==> src/rtl/win_wdog_pkg.sv <==
package win_wdog_pkg;
  typedef enum logic [2:0] {
    WS_IDLE, WS_IGNORE, WS_FIRST, WS_CLOSED, WS_OPEN, WS_RESET
  } wd_state_e;

  typedef enum logic [1:0] {
    MD_OFF = 2'b00, MD_FAST = 2'b01, MD_SLOW_A = 2'b10, MD_SLOW_B = 2'b11
  } wd_mode_e;

  function automatic logic mode_is_slow(input logic [1:0] m);
    return m[1];
  endfunction
endpackage

==> src/rtl/wdog_tick_gen.sv <==
module wdog_tick_gen #(
  parameter int SAMPLE_DIV = 4
) (
  input  logic clk_i,
  input  logic rst_ni,
  output logic tick_o
);
  generate
    if (SAMPLE_DIV <= 1) begin : g_every
      assign tick_o = 1'b1;
    end else begin : g_div
      localparam int DIV_W = $clog2(SAMPLE_DIV);
      localparam logic [DIV_W-1:0] LAST = DIV_W'(SAMPLE_DIV - 1);
      logic [DIV_W-1:0] div_q;
      assign tick_o = (div_q == LAST);
      always_ff @(posedge clk_i or negedge rst_ni) begin
        if (!rst_ni)     div_q <= '0;
        else if (tick_o) div_q <= '0;
        else             div_q <= div_q + DIV_W'(1);
      end
    end
  endgenerate
endmodule

==> src/rtl/wdog_trig_dec.sv <==
module wdog_trig_dec #(
  parameter int SYNC_STAGES = 2
) (
  input  logic clk_i,
  input  logic rst_ni,
  input  logic tick_i,
  input  logic active_i,
  input  logic trig_i,
  output logic hit_o
);
  localparam logic [3:0] PATTERN = 4'b1100; // oldest sample in bit 3

  logic [SYNC_STAGES-1:0] sync_q;
  logic [3:0]             hist_q;
  logic [3:0]             window;
  logic                   smp;

  assign smp    = sync_q[SYNC_STAGES-1];
  assign window = {hist_q[2:0], smp};
  assign hit_o  = tick_i && active_i && (window == PATTERN);

  always_ff @(posedge clk_i or negedge rst_ni) begin
    if (!rst_ni) sync_q <= '0;
    else         sync_q <= {sync_q[SYNC_STAGES-2:0], trig_i};
  end

  // history cleared on every decode so one pulse is counted once
  always_ff @(posedge clk_i or negedge rst_ni) begin
    if (!rst_ni)        hist_q <= '0;
    else if (!active_i) hist_q <= '0;
    else if (hit_o)     hist_q <= '0;
    else if (tick_i)    hist_q <= window;
  end
endmodule

==> src/rtl/wdog_win_fsm.sv <==
module wdog_win_fsm
  import win_wdog_pkg::*;
#(
  parameter int IGNORE_TICKS = 16,
  parameter int OPEN_TICKS   = 64,
  parameter int CLOSED_TICKS = 48,
  parameter int RESET_TICKS  = 8,
  parameter int LONG_MULT    = 4,
  parameter int SLOW_MULT    = 2
) (
  input  logic      clk_i,
  input  logic      rst_ni,
  input  logic      tick_i,
  input  logic      hit_i,
  input  logic      active_i,
  input  logic      slow_i,
  output wd_state_e state_o,
  output logic      rst_no
);
  localparam int FIRST_TICKS = OPEN_TICKS * LONG_MULT;
  localparam int M1 = (IGNORE_TICKS > FIRST_TICKS) ? IGNORE_TICKS : FIRST_TICKS;
  localparam int M2 = (CLOSED_TICKS > RESET_TICKS) ? CLOSED_TICKS : RESET_TICKS;
  localparam int MAX_LEN = ((M1 > M2) ? M1 : M2) * SLOW_MULT;
  localparam int CNT_W = $clog2(MAX_LEN + 1);

  localparam logic [CNT_W-1:0] L_IGN_F = CNT_W'(IGNORE_TICKS);
  localparam logic [CNT_W-1:0] L_FST_F = CNT_W'(FIRST_TICKS);
  localparam logic [CNT_W-1:0] L_CLS_F = CNT_W'(CLOSED_TICKS);
  localparam logic [CNT_W-1:0] L_OPN_F = CNT_W'(OPEN_TICKS);
  localparam logic [CNT_W-1:0] L_RST_F = CNT_W'(RESET_TICKS);
  localparam logic [CNT_W-1:0] L_IGN_S = CNT_W'(IGNORE_TICKS * SLOW_MULT);
  localparam logic [CNT_W-1:0] L_FST_S = CNT_W'(FIRST_TICKS * SLOW_MULT);
  localparam logic [CNT_W-1:0] L_CLS_S = CNT_W'(CLOSED_TICKS * SLOW_MULT);
  localparam logic [CNT_W-1:0] L_OPN_S = CNT_W'(OPEN_TICKS * SLOW_MULT);
  localparam logic [CNT_W-1:0] L_RST_S = CNT_W'(RESET_TICKS * SLOW_MULT);

  wd_state_e        state_q, state_d;
  logic [CNT_W-1:0] cnt_q, cnt_d, len;
  logic             last;

  always_comb begin
    unique case (state_q)
      WS_IGNORE: len = slow_i ? L_IGN_S : L_IGN_F;
      WS_FIRST:  len = slow_i ? L_FST_S : L_FST_F;
      WS_CLOSED: len = slow_i ? L_CLS_S : L_CLS_F;
      WS_OPEN:   len = slow_i ? L_OPN_S : L_OPN_F;
      WS_RESET:  len = slow_i ? L_RST_S : L_RST_F;
      default:   len = CNT_W'(1);
    endcase
  end

  assign last = (cnt_q >= len - CNT_W'(1));

  always_comb begin
    state_d = state_q;
    cnt_d   = cnt_q;
    if (!active_i) begin
      state_d = WS_IDLE;
      cnt_d   = '0;
    end else if (state_q == WS_IDLE) begin
      state_d = WS_IGNORE;
      cnt_d   = '0;
    end else if (tick_i) begin
      cnt_d = cnt_q + CNT_W'(1);
      unique case (state_q)
        WS_IGNORE: if (last) begin state_d = WS_FIRST; cnt_d = '0; end
        WS_FIRST, WS_OPEN: begin
          // accepted trigger wins over a timeout on the same sample
          if (hit_i)     begin state_d = WS_CLOSED; cnt_d = '0; end
          else if (last) begin state_d = WS_RESET;  cnt_d = '0; end
        end
        WS_CLOSED: begin
          if (hit_i)     begin state_d = WS_RESET; cnt_d = '0; end
          else if (last) begin state_d = WS_OPEN;  cnt_d = '0; end
        end
        WS_RESET:  if (last) begin state_d = WS_IGNORE; cnt_d = '0; end
        default: begin state_d = WS_IDLE; cnt_d = '0; end
      endcase
    end
  end

  always_ff @(posedge clk_i or negedge rst_ni) begin
    if (!rst_ni) begin
      state_q <= WS_IDLE;
      cnt_q   <= '0;
    end else begin
      state_q <= state_d;
      cnt_q   <= cnt_d;
    end
  end

  assign state_o = state_q;
  assign rst_no  = (state_q != WS_RESET);
endmodule

==> src/rtl/win_wdog.sv <==
module win_wdog
  import win_wdog_pkg::*;
#(
  parameter int SAMPLE_DIV   = 62500,
  parameter int IGNORE_TICKS = 16,
  parameter int OPEN_TICKS   = 64,
  parameter int CLOSED_TICKS = 48,
  parameter int RESET_TICKS  = 8,
  parameter int LONG_MULT    = 4,
  parameter int SLOW_MULT    = 2
) (
  input  logic       clk_i,
  input  logic       rst_ni,
  input  logic       en_i,
  input  logic [1:0] mode_i,
  input  logic       trig_i,
  output logic       sys_rst_no_o
);
  logic      smp_tick, trig_hit, active, slow;
  wd_state_e win_state;

  assign active = en_i && (mode_i != MD_OFF);
  assign slow   = mode_is_slow(mode_i);

  wdog_tick_gen #(.SAMPLE_DIV(SAMPLE_DIV)) tick_i (
    .clk_i (clk_i),
    .rst_ni(rst_ni),
    .tick_o(smp_tick)
  );

  wdog_trig_dec #(.SYNC_STAGES(2)) dec_i (
    .clk_i   (clk_i),
    .rst_ni  (rst_ni),
    .tick_i  (smp_tick),
    .active_i(active),
    .trig_i  (trig_i),
    .hit_o   (trig_hit)
  );

  wdog_win_fsm #(
    .IGNORE_TICKS(IGNORE_TICKS), .OPEN_TICKS(OPEN_TICKS),
    .CLOSED_TICKS(CLOSED_TICKS), .RESET_TICKS(RESET_TICKS),
    .LONG_MULT(LONG_MULT), .SLOW_MULT(SLOW_MULT)
  ) fsm_i (
    .clk_i   (clk_i),
    .rst_ni  (rst_ni),
    .tick_i  (smp_tick),
    .hit_i   (trig_hit),
    .active_i(active),
    .slow_i  (slow),
    .state_o (win_state),
    .rst_no  (sys_rst_no_o)
  );
endmodule

==> config.mk <==
export PLATFORM = sky130hd
export DESIGN_NAME = win_wdog
export DESIGN_NICKNAME = d
export VERILOG_FILES = /design/src/rtl/win_wdog_pkg.sv /design/src/rtl/wdog_tick_gen.sv /design/src/rtl/wdog_trig_dec.sv /design/src/rtl/wdog_win_fsm.sv /design/src/rtl/win_wdog.sv
export SDC_FILE = /design/constraint.sdc
export NUM_CORES = 1
export LEC_CHECK = 0
export ABC_AREA = 0
export CORE_ASPECT_RATIO = 1.1
export CORE_MARGIN = 2
export CORE_UTILIZATION = 61
export CTS_BUF_LIST = sky130_fd_sc_hd__clkbuf_16
export DETAILED_ROUTE_END_ITERATION = 7
export GPL_ROUTABILITY_DRIVEN = 0
export PLACE_DENSITY_LB_ADDON = 0.1
export SETUP_SLACK_MARGIN = 0.05
export SYNTH_ARGS = -nofsm -noshare
export SYNTH_HDL_FRONTEND = slang
export SYNTH_HIERARCHICAL = 1
export SYNTH_SLANG_ARGS = --single-unit
==> constraint.sdc <==
create_clock -name clk_i -period 3.95 [get_ports clk_i]
set_clock_uncertainty 0.05 [all_clocks]
set_input_delay 0.395 -clock clk_i [delete_from_list [all_inputs] [get_ports clk_i]]
set_output_delay 0.395 -clock clk_i [all_outputs]
set_load 0.05 [all_outputs]
======== After elaboration in Yosys (flattened, before gate mapping) ========
Cells that the tools add are included.
word-level totals
  flip-flop bits (word level) ............. 34
  bits in latches ......................... 0
  RAM bits ................................ 0
  bits in read-only memories .............. 0
  input bits .............................. 6
  output and inout bits ................... 1
  word-level logic and storage cells ...... 58
  memories ................................ 0
operators by class
  add/subtract/negate cells ............... 3
  multiply operators ...................... 0
  div/mod/pow operators ................... 0
  $lt $le $gt $ge ......................... 1
  equality and inequality tests ........... 14
  shift-type cells ........................ 0
  mux-type cells .......................... 26
  bitwise gates (word level) .............. 0
  reductions and logical operators ........ 9
operators with widths
  kind                                                                    count
  10-bit two-way mux                                                      6
  10-bit case mux with 5 select lines                                     1
  3-bit two-way mux                                                       12
  10-bit case mux with 2 select lines                                     1
  16-bit by 1-bit adder with 16-bit output (second input constant)        1
  16-bit equality test (second input constant)                            1
  16-bit two-way mux                                                      1
  3-bit case mux with 4 select lines                                      1
  10-bit by 1-bit adder with 10-bit output (second input constant)        1
  10-bit greater-or-equal comparator                                      1
  5-bit by 3-bit != test with 1-bit output (second input constant)        2
  10-bit by 1-bit subtractor with 10-bit output (second input constant)   1
  8-bit two-way mux                                                       1
  4-bit by 2-bit != test with 1-bit output (second input constant)        2
  7-bit two-way mux                                                       1
  3-bit by 2-bit equality test with 1-bit output (second input constant)  2
  3-bit equality test (second input constant)                             2
  6-bit two-way mux                                                       1
  5-bit two-way mux                                                       1
  5-bit AND reduction                                                     1
  4-bit equality test (second input constant)                             1
  2-bit OR reduction                                                      2
  3-bit by 1-bit equality test with 1-bit output (second input constant)  1
  1-bit logical AND                                                       3
  other kinds (6)                                                         6

======== Depth between registers and ports, before layout ========
Gate-level depths: netlist of the first run.
  depth in word-level cells ............... 10
  gate-level depth with buffers ........... 11
  mapped depth without buffers ............ 9

======== By module ========
The synthesis of the first run kept the hierarchy.
modules (own cells, without submodules)
  module         instances  cells an instance  area each (um^2)  seq. area each (um^2)
  wdog_win_fsm   1          148                1219.9            325.3
  wdog_tick_gen  1          68                 754.5             400.4
  wdog_trig_dec  1          14                 193.9             125.1
  win_wdog       1          1                  7.5               0.0

======== Worst setup path before layout of the first run ========
OpenSTA, ideal clock, no wires.
  path type ............................... register -> register
  from .................................... register tick_i.g_div.div_q[0]
  to ...................................... register fsm_i.cnt_q[7]
  setup time .............................. 0.122 ns
  arrival ................................. 2.837 ns
  required time ........................... 3.778 ns
  setup slack ............................. 0.941 ns
  stages on the path, launching flop included .. 9
  buffers on the path ..................... 0
  period minus slack after synthesis ...... 3.009 ns
  cells stage by stage .................... dfrtp_1 ha_1 or4bb_1 nor4_4 and4_1 nand2b_1 a211oi_4 and3_1 a32o_1
on the way
  cells in the longest elaborated chain, start to end .. 8
  elaborated cells between the ends (all ways) .. 9
  classes of those cells .................. eq/ne (2); mux (5); reduce/logical (2)
RTL lines
  what                                 RTL line             text
  from (decl)                          wdog_tick_gen.sv:14  logic [DIV_W-1:0] div_q;
  from (signal assigned)               wdog_tick_gen.sv:19  else div_q <= div_q + DIV_W'(1);
  16-bit equality test                 wdog_tick_gen.sv:15  assign tick_o = (div_q == LAST);
  named net smp_tick                   win_wdog.sv:19       logic smp_tick, trig_hit, active, slow;
  1-bit logical AND (2 in series)      wdog_trig_dec.sv:20  assign hit_o = tick_i && active_i && (window == PATTERN);
  named net trig_hit                   win_wdog.sv:19
  10-bit two-way mux                   wdog_win_fsm.sv:73   if (hit_i) begin state_d = WS_RESET; cnt_d = '0; end
  10-bit case mux with 2 select lines  wdog_win_fsm.sv:65   unique case (state_q)
  10-bit two-way mux                   wdog_win_fsm.sv:63   end else if (tick_i) begin
  10-bit two-way mux                   wdog_win_fsm.sv:60   end else if (state_q == WS_IDLE) begin
  10-bit two-way mux                   wdog_win_fsm.sv:57   if (!active_i) begin
  to (signal assigned)                 wdog_win_fsm.sv:88   cnt_q <= cnt_d;
  to (decl)                            wdog_win_fsm.sv:38   logic [CNT_W-1:0] cnt_q, cnt_d, len;
The timed path passes the listed nets, and every way through them passes these cells. The select of a mux whose other input is x is not followed.
A chain may end at the register's enable or synchronous reset.

======== Final worst setup path of the first run ========
  from .................................... register tick_i.g_div.div_q[0]
  to ...................................... register fsm_i.state_q[0], in the netlist fsm_i/state_o[0]
on the way
  cells in the longest elaborated chain, start to end .. 8
  elaborated cells between the ends (all ways) .. 13
  classes of those cells .................. eq/ne (4); mux (6); reduce/logical (3)
RTL lines
  what                                  RTL line                                text
  16-bit equality test (*)              wdog_tick_gen.sv:15
  named net smp_tick                    win_wdog.sv:19
  1-bit logical AND (*) (2 in series)   wdog_trig_dec.sv:20
  named net trig_hit                    win_wdog.sv:19
  3-bit two-way mux (on tied branches)  wdog_win_fsm.sv:73, wdog_win_fsm.sv:69
  3-bit case mux with 4 select lines    wdog_win_fsm.sv:65
  3-bit two-way mux                     wdog_win_fsm.sv:63
  3-bit two-way mux                     wdog_win_fsm.sv:60
  3-bit two-way mux                     wdog_win_fsm.sv:57
  to (signal assigned)                  wdog_win_fsm.sv:87                      state_q <= state_d;
  to (decl)                             wdog_win_fsm.sv:37                      wd_state_e state_q, state_d;
Mark *: on every way through the listed nets, which the timed path passes. The rest lies on a longest branch. The select of a mux whose other input is x is not followed.

==> impl_metrics.py, run 1 <==
metrics = {
    "logic_synthesis": {
        "ys_seq_elements": 34,
        "synth-seq-area-share": 0.391,
        "synthMuxAreaShare": 0.0230,
        "syn_area_um2": 2180,
        "synth_ff_type": "dfrtp_1",
        "synth_commonest_cells": "dfrtp_1 (34), nand2_1 (30), nor2_1 (16)",
        "synth.area.top_cells": "dfrtp_1 (39%), ha_1 (6.9%), nand2_1 (5.2%), nand4_1 (3.7%), xnor2_1 (3.2%)",
        "yosysMostFrequentCell": "dfrtp_1",
        "synth_nets": 249,
        "synth_top_family_by_area": "simple AND/OR/NAND/NOR gates",
        "avgSynthCellArea_um2": 9.42,
        "netlist_instances": 231,
        "yosysWarnings": 6,
        "yosysTopAreaCellShare": 0.391,
        "synth-xor-area-share": 0.0483,
        "synth_enable_flop_cells": 0,
        "synthAdderAreaFrac": 0.0690,
        "yosysUniqueCellTypes": 55,
        "synth-compound-area-share": 0.161,
        "async_flop_share": 1.00,
        "synthSimpleGateAreaFrac": 0.274,
        "yosys.area.top_type": "dfrtp_1",
    },
    "min_path": {
        "hp-start": "dec_i/sync_q[0]$_DFF_PN0_",
        "holdPathStages": 0,
        "min_path_type": "reg -> reg",
        "min_to": "dec_i/sync_q[1]$_DFF_PN0_",
    },
    "global_routing": {
        "grt_pass1_wl_um": 7890,
        "grt_use_total": 0.261,
        "grt_max_degree": 35,
        "antenna_found_initial": 0,
        "grt_overflow": 0,
        "grt_pass1_vias": 1748,
    },
    "drt": {
        "routed_wirelength_um": 4560,
        "ant_nets": 0,
        "firstDrtPassIters": 4,
        "via_per_inst": 6.22,
        "vias": 1792,
        "wl_per_cell_um": 15.8,
        "drt_iter0_drc": 177,
        "drc_errors": 0,
    },
    "clock_tree": {
        "cts_sinks": 34,
        "cts_resized": 0,
        "cts-root-buf": "clkbuf_16",
        "clock_latency_ps": 270,
        "clk_pin_slew_worst_paths_ps": 50,
        "cts_hold_buffers": 0,
        "clk_path_buf_depth": 2,
        "cts_buffers": 5,
        "post_cts_buffers": 0,
        "cts_tree": "built",
        "cts_htree_levels": 2,
    },
    "finish": {
        "nets": 258,
        "multi_input_area_um2": 1250,
        "final.fill_count": 278,
        "final_util": 0.715,
        "final_cell_area_um2": 2420,
        "layout-drive-gt1-share": 0.0958,
        "diodes": 0,
        "syn2layout_area_growth_pct": 11.3,
        "regArea_um2": 851,
    },
    "power_and_ir_drop": {
        "p_int_mw": 0.609,
        "swShare": 0.240,
        "combPwrFrac": 0.102,
        "power.leakage_nw": 1.01,
        "p_sw_mw": 0.193,
        "irDropWorstVdd_v": 0.000206,
        "p_seq_frac": 0.450,
        "powerDensity_nw_per_um2": 331,
        "clkPwrFrac": 0.448,
    },
    "floorplan": {
        "die_h_um": 66.6,
        "rows": 22,
        "boundaryPins": 7,
        "fp.dieW_um": 60.9,
        "core_um2": 3390,
        "start_util": 0.643,
        "die_area_um2": 4060,
    },
    "sta": {
        "finalSetupViolations": 0,
        "period_share": 0.769,
        "final.setup.tns_ps": 0,
        "rsz0062_at_grt": "no",
        "maxSlewViolCount": 0,
        "hold-worst-slack_ps": 309,
        "hold_viol_final": 0,
        "fin_crit_ps": 3040,
        "layout_setup_ws_ps": 911,
        "worst_slew_pin_slew_ps": 509,
        "slew_headroom": 0.660,
        "fmax_mhz": 329,
    },
    "worst_setup_path": {
        "crit-reg2reg-launch": "tick_i/g_div.div_q[0]$_DFF_PN0_",
        "r2r_cells": 9,
        "timing.rr.end": "fsm_i/state_o[0]$_DFFE_PN0P_",
        "arrival_ps": 3180,
        "critPathRequiredTime_ps": 4100,
        "critPathMaxFanout": 21,
        "critPathLaunchType": "flop",
        "reg2reg_slack_ps": 910,
        "critPathCaptureType": "flop",
        "criticalPathCategory": "reg -> reg",
    },
    "placement": {
        "placed_area_um2": 2290,
        "place_hpwl_um": 3310,
        "pre_cts_ws_ps": 944,
        "port_buffers": 6,
    },
    "outcome": {
        "outcome": "completed",
    },
    "flow_run": {
        "maxCapViolCount": 0,
    },
}
[power groups by stage]
stage	sequential (mW)	combinational [mW]	clock [mW]
2_1_floorplan	0.360	0.0600	0
3_3_place_gp	0.365	0.0771	0
3_5_place_dp	0.366	0.0812	0
4_1_cts	0.360	0.0810	0.369
5_1_grt	0.361	0.0935	0.385
6_report	0.360	0.0820	0.359
[routing by layer]
layer  part of all wire  global-route usage  vias up
met5                  0                   0        -
met4              0.021              0.0761        0
met3              0.055              0.0485        8
met2               0.52               0.465       71
met1               0.41               0.313      848
li1                   -                   -      865
[cell families after synthesis]
family                     Yosys count
other                                1
and+or+nand+nor                    108
xor gates and xnor gates            12
muxes                                5
adders and majority gates           12
DFF                                 34
AOI/OAI and AO/OA                   42
buffers and inverters               17
[registers in the layout (all words and copies together) (netlist names)]
name and flops:
tick_i/g_div.div_q 16, fsm_i/cnt_q 10, dec_i/hist_q 3, fsm_i/state_o 3, dec_i/sync_q 2
[layout by cell type, fill, tap and decap left out, types with 2 or more instances in the layout]
| cell | count |
|---|---|
| nand2b_1 | 5 |
| a32oi_1 | 2 |
| nand3_1 | 13 |
| xor2_1 | 4 |
| o311ai_2 | 4 |
| or3_1 | 3 |
| o21ai_0 | 5 |
| o31ai_1 | 2 |
| inv_1 | 10 |
| nor2_1 | 16 |
| buf_4 | 3 |
| o21ai_1 | 3 |
| clkbuf_16 | 5 |
| nor4_1 | 3 |
| clkinv_2 | 2 |
| o21a_1 | 2 |
| nor3_1 | 2 |
| xnor2_1 | 8 |
| mux2i_1 | 5 |
| dfrtp_1 | 34 |
| nor2b_1 | 6 |
| o211ai_1 | 3 |
| nand2_1 | 30 |
| ha_1 | 12 |
| and3_1 | 5 |
| clkdlybuf4s50_1 | 6 |
| nand4_1 | 13 |
| a21oi_1 | 6 |
[final cells by class]
cell class	count	share of cell area
multi-input combinational	180	0.518
sequential	34	0.351
clock buffer	5	0.0517
timing repair buffer	9	0.0341
tap	48	0.0248
inverter	10	0.0155
clock inverter	2	0.00413
[worst max-delay path: stages (launching register included)]
cell and delay, ps:
dfrtp_1 400, ha_1 250, or4bb_1 550, nor4_4 140, buf_4 270, and4_1 360, nand2b_1 240, a211oi_2 150
a31oi_1 310, mux2i_1 210
[how the worst max path moves through the flow]
stage / from / endpoint / slack [ps] / cells past startpoint
after floorplan: tick_i/g_div.div_q[0]$_DFF_PN0_ / fsm_i/cnt_q[7]$_DFFE_PN0P_ / 940 / 8
after global placement: tick_i/g_div.div_q[0]$_DFF_PN0_ / fsm_i/state_o[0]$_DFFE_PN0P_ / 1020 / 9
after detailed placement: tick_i/g_div.div_q[0]$_DFF_PN0_ / fsm_i/state_o[0]$_DFFE_PN0P_ / 940 / 9
after CTS: tick_i/g_div.div_q[0]$_DFF_PN0_ / fsm_i/state_o[0]$_DFFE_PN0P_ / 920 / 9
after global routing: tick_i/g_div.div_q[0]$_DFF_PN0_ / fsm_i/state_o[0]$_DFFE_PN0P_ / 710 / 9
final: tick_i/g_div.div_q[0]$_DFF_PN0_ / fsm_i/state_o[0]$_DFFE_PN0P_ / 910 / 9
[stage by stage]
step | total power, mW | std cells
floorplan | 0.420 | 231
global placement | 0.442 | 281
detailed placement | 0.447 | 281
CTS | 0.810 | 288
global route | 0.839 | 288
finish | 0.802 | 288
No activity file was read; power rests on OpenSTA's default activity.
==> run 2: changes to the inputs <==
==> constraint.sdc (replaced) <==
create_clock -name clk_i -period 2.9 [get_ports clk_i]
set_clock_uncertainty 0.05 [all_clocks]
set_input_delay 0.29 -clock clk_i [delete_from_list [all_inputs] [get_ports clk_i]]
set_output_delay 0.29 -clock clk_i [all_outputs]
set_load 0.05 [all_outputs]
==> run 2 against run 1 <==
- routed wire length grew 12%
- clock power grew 42%
- via count grew 4.5%
- critical path depth shrank 1
- largest cell class unchanged
- highest routed layer unchanged
==> impl_metrics.py, run 2 (same netlist as run 1, synthesis figures left out) <==
metrics = {
    "worst_setup_path": {
        "arrival_ps": 2890,
        "crit-reg2reg-launch": "fsm_i/state_o[1]$_DFFE_PN0P_",
        "critPathLaunchType": "flop",
        "critPathCaptureType": "flop",
        "r2r_cells": 8,
        "cp_slowest_cell": "dfrtp_2",
        "crit_chain": "nor2b_1 > buf_4 > nand3_1 > ha_1 > nand4_1 > o31a_2 > a2111oi_1 > a311o_1",
        "crit_cells": 8,
        "cp_slowest_stage_delay_ps": 500,
        "critical_path.top_delay_family": "compound AO/OA/AOI/OAI gates",
        "critPathMaxFanout": 12,
        "criticalPathCategory": "reg -> reg",
        "reg2reg_slack_ps": 170,
        "critPathRequiredTime_ps": 3060,
        "crit_buf_inv": 1,
        "timing.rr.end": "fsm_i/state_o[1]$_DFFE_PN0P_",
    },
    "finish": {
        "layout_common_cells": "dfrtp_1 (33), nand2_1 (30), nor2_1 (15), nand3_1 (13), nand4_1 (13)",
        "diodes": 0,
        "final.fill_count": 261,
        "largest_reg_flops": 16,
        "top_regs": "tick_i/g_div.div_q (16), fsm_i/cnt_q (10)",
        "nets": 267,
        "final_cells": 298,
        "layout-drive-gt1-share": 0.152,
        "final_common_cell": "dfrtp_1",
        "largest-register": "tick_i/g_div.div_q",
        "syn2layout_area_growth_pct": 16.4,
    },
    "min_path": {
        "holdPathStages": 0,
        "min_path_type": "reg -> reg",
        "min_to": "dec_i/sync_q[1]$_DFF_PN0_",
        "hp-start": "dec_i/sync_q[0]$_DFF_PN0_",
    },
    "drt": {
        "routed_wirelength_um": 5110,
        "drt_iter0_drc": 131,
        "firstDrtPassIters": 4,
        "vias": 1873,
        "drc_errors": 0,
        "ant_nets": 0,
        "via_per_inst": 6.29,
        "wl_per_cell_um": 17.1,
    },
    "sta": {
        "fmax_mhz": 366,
        "rsz0062_at_grt": "yes",
        "maxSlewViolCount": 0,
        "period_share": 0.941,
        "finalSetupViolations": 0,
        "hold-worst-slack_ps": 306,
        "hold_viol_final": 0,
        "fin_crit_ps": 2730,
    },
    "power_and_ir_drop": {
        "power.leakage_nw": 1.06,
        "irDropWorstVdd_v": 0.000341,
        "powerDensity_nw_per_um2": 450,
        "p_total_mw": 1.14,
    },
    "clock_tree": {
        "cts_buffers": 5,
        "clock_latency_ps": 280,
        "cts_hold_buffers": 0,
        "clk_pin_slew_worst_paths_ps": 60,
        "clk_path_buf_depth": 2,
        "cts_tree": "built",
        "cts_sinks": 34,
        "cts-root-buf": "clkbuf_16",
        "cts_htree_levels": 2,
    },
    "global_routing": {
        "gr-usage-met2": 0.499,
        "grt_pass1_vias": 1844,
        "grt_most_used_layer": "met2",
        "grt_use_total": 0.294,
        "grt.met1_usage": 0.351,
        "grt_overflow": 0,
        "use_met3": 0.0621,
        "grt_pass1_wl_um": 8770,
        "grt_max_degree": 35,
        "antenna_found_initial": 0,
    },
    "placement": {
        "dp.cells": 288,
        "place_hpwl_um": 3570,
        "port_buffers": 6,
    },
    "outcome": {
        "outcome": "completed",
    },
    "floorplan": {
        "start_util": 0.643,
        "die_h_um": 66.6,
        "core_um2": 3390,
        "die_area_um2": 4060,
        "fp.dieW_um": 60.9,
        "rows": 22,
        "boundaryPins": 7,
    },
    "flow_run": {
        "maxCapViolCount": 0,
    },
}
==> run 2: changes by cell type in the layout (fill, tap and decap cells not counted), sizes merged <==
cell | before | now
buf | 3 | 12
clkinvlp | 0 | 1
==> run 2: layout make-up <==
class                   count  area (um2)  share of cell area
multi-input cells         180        1280               0.505
well taps                  48        60.1              0.0237
clock inverters             3        16.3             0.00642
flip-flops and latches     34         852               0.336
inverters                  10        37.5              0.0148
clock buffers               5         125              0.0494
repair buffers             18         163              0.0642
==> run 2: report_power, final <==
group	total, mW	switching, mW	internal (mW)
logic	0.144	0.0820	0.0621
registers	0.488	0.00845	0.479
clock network	0.508	0.195	0.313
==> run 2: routing by layer <==
layer	wire [um]	share of wire	vias up
li1	-	-	890
met1	2120	0.42	919
met2	2690	0.53	51
met3	177	0.035	13
met4	118	0.023	0
met5	0	0	-
==> run 2: worst max path at each step <==
| stage | from | end | slack [ps] |
|---|---|---|---|
| floorplan | tick_i/g_div.div_q[0]$_DFF_PN0_ | fsm_i/cnt_q[7]$_DFFE_PN0P_ | -20 |
| global placement | fsm_i/state_o[1]$_DFFE_PN0P_ | fsm_i/cnt_q[9]$_DFFE_PN0P_ | 200 |
| detailed placement | mode_i[1] | fsm_i/state_o[1]$_DFFE_PN0P_ | 120 |
| CTS | fsm_i/state_o[1]$_DFFE_PN0P_ | fsm_i/cnt_q[8]$_DFFE_PN0P_ | 80 |
| global route | fsm_i/state_o[1]$_DFFE_PN0P_ | fsm_i/state_o[1]$_DFFE_PN0P_ | 30 |
| finish | fsm_i/state_o[1]$_DFFE_PN0P_ | fsm_i/state_o[1]$_DFFE_PN0P_ | 170 |
==> run 2: worst reg2reg max path: cells and delay by family (launching register included) <==
family                     cells  cell delay [ps]
adders and majority gates      1              300
AOI/OAI and AO/OA              3             1130
buffers and inverters          1              190
DFF                            1              500
and+or+nand+nor                3              490
==> run 2: repair_timing <==
item                       CTS  global route
hold endpoints to repair     0             0
buffers inserted             0             2
setup endpoints to repair    1            13
resized for setup            1             2
==> run 2: metrics by stage <==
step	TNS (ps)	area, um2	worst slack [ps]	utilization
after floorplan	-18.7	2200	-15.2	-
after global placement	0	2360	203	0.697
after detailed placement	0	2360	123	0.697
after CTS	0	2500	84.0	0.739
after global routing	0	2530	32.7	0.748
final	0	2530	171	0.748
==> run 3: changes to the inputs <==
--- a/config.mk
+++ b/config.mk
@@ -6,6 +6,7 @@
 export NUM_CORES = 1
 export LEC_CHECK = 0
 export ABC_AREA = 0
+export CAP_MARGIN = 15
 export CORE_ASPECT_RATIO = 1.1
 export CORE_MARGIN = 2
 export CORE_UTILIZATION = 61
==> results of run 3 <==
No change in the layout: final DEF, timing and power equal those of run 2.
